### src/rtl/ccg_pkg.sv
package ccg_pkg;

    localparam int unsigned CCG_DIV_W   = 16;
    localparam int unsigned CCG_RST_DIV = 4;

    typedef enum logic [1:0] {
        PH_IDLE = 2'd0,
        PH_HIGH = 2'd1,
        PH_LOW  = 2'd2
    } ccg_phase_e;

    typedef struct packed {
        logic boundary;
        logic commit;
    } ccg_tick_t;

    // Phase order: a high phase is always followed by a full low phase.
    function automatic ccg_phase_e ccg_next_phase(input ccg_phase_e cur, input logic run);
        ccg_phase_e nxt;
        unique case (cur)
            PH_IDLE: nxt = run ? PH_HIGH : PH_IDLE;
            PH_HIGH: nxt = PH_LOW;
            PH_LOW:  nxt = run ? PH_HIGH : PH_IDLE;
            default: nxt = PH_IDLE;
        endcase
        return nxt;
    endfunction

    function automatic logic ccg_level(input ccg_phase_e cur);
        return cur == PH_HIGH;
    endfunction

endpackage

### src/rtl/ccg_shadow.sv
module ccg_shadow #(
    parameter int unsigned W = 16
) (
    input  logic         clk,
    input  logic         rst,
    input  logic         ld,
    input  logic [W-1:0] din,
    input  logic         take,
    output logic [W-1:0] shadow,
    output logic         pend
);

    always_ff @(posedge clk) begin
        if (rst) begin
            shadow <= '0;
            pend   <= 1'b0;
        end else if (ld) begin
            shadow <= din;
            pend   <= 1'b1;
        end else if (take) begin
            pend   <= 1'b0;
        end
    end


    shadow_capture_chk: assert property (@(posedge clk) disable iff (rst)
        ld |=> (shadow == $past(din)) && pend);


    pend_hold_chk: assert property (@(posedge clk) disable iff (rst)
        (pend && !take) |=> pend);

endmodule

### src/rtl/ccg_phase_gen.sv
module ccg_phase_gen
    import ccg_pkg::*;
#(
    parameter int unsigned W       = 16,
    parameter int unsigned RST_DIV = 4
) (
    input  logic         clk,
    input  logic         rst,
    input  logic         en,
    input  logic         pend,
    input  logic [W-1:0] shadow,
    output ccg_tick_t    tick,
    output logic         card_clk
);

    localparam logic [W-1:0] ONE     = W'(1);
    localparam logic [W-1:0] RST_VAL = W'(RST_DIV);

    ccg_phase_e   ph;
    logic [W-1:0] cnt;
    logic [W-1:0] active;
    logic [W-1:0] lim;
    logic         boundary;

    assign lim      = (active == '0) ? ONE : active;
    assign boundary = (ph == PH_IDLE) || (cnt == lim - ONE);

    always_comb begin
        tick.boundary = boundary;
        tick.commit   = boundary && pend;
    end

    always_ff @(posedge clk) begin
        if (rst) begin
            ph     <= PH_IDLE;
            cnt    <= '0;
            active <= RST_VAL;
        end else if (boundary) begin
            ph  <= ccg_next_phase(ph, en);
            cnt <= '0;
            if (pend) begin
                active <= shadow;
            end
        end else begin
            cnt <= cnt + ONE;
        end
    end

    assign card_clk = ccg_level(ph);


    cnt_range_chk: assert property (@(posedge clk) disable iff (rst)
        (ph != PH_IDLE) |-> (cnt < lim));


    active_edge_chk: assert property (@(posedge clk) disable iff (rst)
        !$stable(active) |-> $past(boundary));


    high_to_low_chk: assert property (@(posedge clk) disable iff (rst)
        (ph == PH_HIGH) |=> (ph != PH_IDLE));


    start_rise_chk: assert property (@(posedge clk) disable iff (rst)
        (ph == PH_IDLE && en) |=> (ph == PH_HIGH));

endmodule

### src/rtl/card_clk_gen.sv
module card_clk_gen
    import ccg_pkg::*;
#(
    parameter int unsigned DIV_W   = CCG_DIV_W,
    parameter int unsigned RST_DIV = CCG_RST_DIV
) (
    input  logic             clk,
    input  logic             rst,
    input  logic             en,
    input  logic [DIV_W-1:0] div_val,
    input  logic             div_load,
    output logic             card_clk,
    output logic             upd_pend
);

    ccg_tick_t        tick;
    logic [DIV_W-1:0] shadow;
    logic             rst_d;

    ccg_shadow #(.W(DIV_W)) u_shadow (
        .clk    (clk),
        .rst    (rst),
        .ld     (div_load),
        .din    (div_val),
        .take   (tick.commit),
        .shadow (shadow),
        .pend   (upd_pend)
    );

    ccg_phase_gen #(.W(DIV_W), .RST_DIV(RST_DIV)) u_phase (
        .clk      (clk),
        .rst      (rst),
        .en       (en),
        .pend     (upd_pend),
        .shadow   (shadow),
        .tick     (tick),
        .card_clk (card_clk)
    );

    always_ff @(posedge clk) begin
        rst_d <= rst;
    end


    always_ff @(posedge clk) begin
        if (rst_d) begin
            reset_idle_chk: assert (card_clk == 1'b0 && upd_pend == 1'b0);
        end
    end


    pend_drop_chk: assert property (@(posedge clk) disable iff (rst)
        $fell(upd_pend) |-> $past(tick.commit));


    edge_at_boundary_chk: assert property (@(posedge clk) disable iff (rst)
        ($rose(card_clk) || $fell(card_clk)) |-> $past(tick.boundary));

endmodule

### config.mk
export PLATFORM = sky130hd
export DESIGN_NAME = card_clk_gen
export DESIGN_NICKNAME = d
export VERILOG_FILES = /design/src/rtl/ccg_pkg.sv /design/src/rtl/ccg_shadow.sv /design/src/rtl/ccg_phase_gen.sv /design/src/rtl/card_clk_gen.sv
export SDC_FILE = /design/constraint.sdc
export NUM_CORES = 1
export LEC_CHECK = 0
export BUFFER_PORTS_ARGS = -buffer_cell sky130_fd_sc_hd__buf_2
export CAP_MARGIN = 25
export CORE_ASPECT_RATIO = 0.6
export CORE_MARGIN = 8
export CORE_UTILIZATION = 54
export DETAILED_ROUTE_END_ITERATION = 10
export PLACE_DENSITY = 0.85
export SYNTH_ARGS = -nofsm -noshare
export SYNTH_HDL_FRONTEND = slang
export SYNTH_HIERARCHICAL = 1
export SYNTH_SLANG_ARGS = --single-unit
### constraint.sdc
create_clock -name clk -period 3.5 [get_ports clk]
set_clock_uncertainty 0.15 [all_clocks]
set_input_delay 0.35 -clock clk [delete_from_list [all_inputs] [get_ports clk]]
set_output_delay 0.35 -clock clk [all_outputs]
set_load 0.005 [all_outputs]
==> reports/summary.md <==
The first routing iteration left 234 violations. The detailed router used layers up to and including met4. Derived from the worst setup path, the maximum achievable clock frequency is 296 MHz. Measured along the y axis, the die boundary spans 72.1 um.

Relative max-transition margin: 0.519. The capture endpoint of the worst hold path is u_shadow/shadow[11]. The detailed router put a total of 3100 um of wire on met1.

STA classifies the critical path startpoint as a flip-flop. VDD sags by at most 0.000214 V. Traced cell by cell, the critical path runs through or4_4 -> nor4_4 -> a21oi_1 -> ha_1 -> xnor2_1 -> xnor2_1 -> a2111oi_1 -> nor4bb_2 -> and4_4 -> a311o_4 -> buf_12 -> a21oi_1. The clock tree synthesis step divided the H-tree into 2 levels. Setup total negative slack on the finished layout was measured at 0 ns. DRC violation count after routing: 0. The startpoint identified for the worst register-to-register timing path is u_phase/active[1]. For the detailed route wirelength on metal2, the log shows 2770 um. The worst hold path begins at div_val[11]. The tools report the final total power as 1.26 mW.

The worst setup path is of the reg -> reg kind. The tools report the worst-case register-to-register setup slack as 0.12 ns. Delay contributed by the slowest stage of the critical path: 0.56 ns. The total count of hold-check failures in the final report was 0. Mean post-synth cell area: 9.00 um2. The cell area after layout came out at 3260 um2. The endpoint identified for the worst register-to-register timing path is u_phase/cnt[15].

The row count is 20, and the top-level port count is 22. The average routed wire per standard cell was 15.6 um. The share of layout cells above drive strength 1 is 0.221, and the power per unit of standard cell area is 387 nW/um2. Total routing resource utilization after global routing: 0.168. The routed design uses 525 um of met3 wire. Of all nets on the critical path, the largest fanout is 16. The run gives 0 as the final max-slew violation count. The endpoint arrival time on the critical path is 3.43 ns.

Required time of the critical path: 3.55 ns. The area growth from synthesis to layout came out at 15.0%. Type of the most critical hold path: in -> reg. The logs give 7900 um2 for the total die area and 5050 um2 for the area of the core. Timing analysis after detailed placement gives a worst setup slack of -0.00821 ns.

After detailed routing, the total wire length is 6480 um. Clock tree synthesis selected as its root buffer the cell clkbuf_8. The logs give 2840 um2 for the area of the mapped netlist and 0 for the number of endpoints failing setup at the final stage.

Including well taps, the total number of placed cells is 405. The final net count is 370. The number of routed nets with antenna violations was 0. Initial antenna violation count: 0. The worst setup path is captured at a flip-flop. TritonCTS built the clock tree. Entering global routing, the biggest net connects 54 pins. The slowest stage of the critical path is the or4_4 cell.

Dividing the detail-routed via count by the number of cells gives 5.82. The clock drives 51 sinks. The clock latency at the later pin of the worst-skew pair came out at 0.31 ns. For the placement-stage cell area, the log shows 3100 um2.

The run finished with clean final reports. The part of the cycle the worst path needs is 0.966, and the first-pass detailed-route iteration total is 5. The last weighted congestion value of the routability-driven placer is 0.951, and the first-pass GRT wire length is 10700 um.

Synthesis handed over a netlist of 315 instances. The longest clock path from root to sink contains 2 buffers. The routed design could run at a clock period as short as 3.38 ns. The run gives 0 as the number of antenna repair diodes.

The number of nets in the synthesized netlist came out at 337. In this run, CTS created clock tree buffers numbering 5. The initial core utilization is 0.561. Max-cap check violation count: 0. The die is 110 um wide. The worst hold path was traced through 3 stages.

The actual slew at the worst max-slew pin is 0.721 ns. The overall overflow remaining after global route was 0. The number of global-route vias before repair is 2188, and the number of hold buffers added after CTS is 0.

In this run the static leakage power is 1.25 nW. In the post-route analysis, the smallest setup slack over all paths is 0.119 ns. Measured in cells, the most critical reg-to-reg path has a length of 12.

The total vias in the final route was 2415; the clock-pin slew on the worst setup and hold paths was 0.09 ns. After legalization and detailed placement, the total HPWL measured 4730 um. Buffers placed on the I/O ports in this run total 21. For this run, the number of standard cells in the final layout without fillers is 415. The tools report the warning count from the yosys run as 6.
## stage by stage
| stage | hold WS, ns | util |
|---|---|---|
| floorplan | 0.301 | - |
| global placement | 0.312 | 0.613 |
| detailed placement | 0.319 | 0.613 |
| CTS | 0.115 | 0.639 |
| global route | 0.123 | 0.645 |
| finish | 0.117 | 0.645 |
## how the worst max path moves through the flow
stage                            from                 end
finish              u_phase/active[1]     u_phase/cnt[15]
CTS                 u_phase/active[1]  u_phase/active[14]
global route        u_phase/active[1]      u_phase/cnt[3]
floorplan           u_phase/active[5]       u_shadow/pend
detailed placement  u_phase/active[1]  u_phase/active[14]
global placement    u_phase/active[1]   u_phase/active[8]
## routing by layer
metal / GRT usage / vias up
met4: 0.0417 / 0
met5: 0 / -
met1: 0.233 / 1142
li1: - / 1157
met2: 0.256 / 101
met3: 0.0380 / 15
## cell type report
| type | count | area, um2 |
|---|---|---|
| fill | 435 | 1790 |
| multi-input combinational | 241 | 1740 |
| sequential | 51 | 1020 |
| timing repair buffer | 44 | 303 |
| clock buffer | 6 | 82.6 |
| tap | 66 | 82.6 |
| inverter | 5 | 18.8 |
| clock inverter | 2 | 16.3 |
## sequential cells by signal, summed over array words and instances (netlist names)
name / count
u_phase/ph: 2
u_shadow/shadow: 16
u_shadow/pend: 1
u_phase/cnt: 16
u_phase/active: 16
## cells in the final DEF, fill, tap and decap left out, types with 2 or more instances in the layout
cell type and n:
nand4_1 7, and3_1 5, nand3_1 8, nand2_1 13, nor3b_1 3, nor3_1 6, a21oi_1 5, mux2i_1 35
buf_4 21, xor2_1 10, inv_1 5, a211oi_1 3, nor2_2 10, ha_1 2, a31oi_1 2, nand3b_1 2
dfxtp_1 50, nor2_1 34, buf_2 21, or3_1 6, clkbuf_8 6, nor4_2 2, o31ai_1 3, nor4_1 4
or4_1 3, xnor2_1 20, nor2b_1 2, buf_12 2, nand2b_1 32, o21ai_0 3
## critical path: cells and delay by family (launching register included)
family	cells	cell delay (ns)
compound gates	4	0.73
xor+xnor	2	0.29
fa+ha+maj	1	0.24
buf+inv	1	0.16
flops	1	0.36
simple gates	4	1.34
## repair_timing
| action | CTS | global route |
|---|---|---|
| gates resized for setup | 4 | 6 |
| setup endpoints to repair | 32 | 35 |
| setup buffers | 1 | 1 |
| gates cloned | 0 | 0 |
| pin swaps | 1 | 2 |
## power breakdown
group / internal (mW) / switching [mW] / total (mW)
clock: 0.162 / 0.204 / 0.366
sequential: 0.602 / 0.0159 / 0.618
combinational: 0.131 / 0.149 / 0.279
total: 0.894 / 0.369 / 1.26
Power figures use the tool's default switching activity.
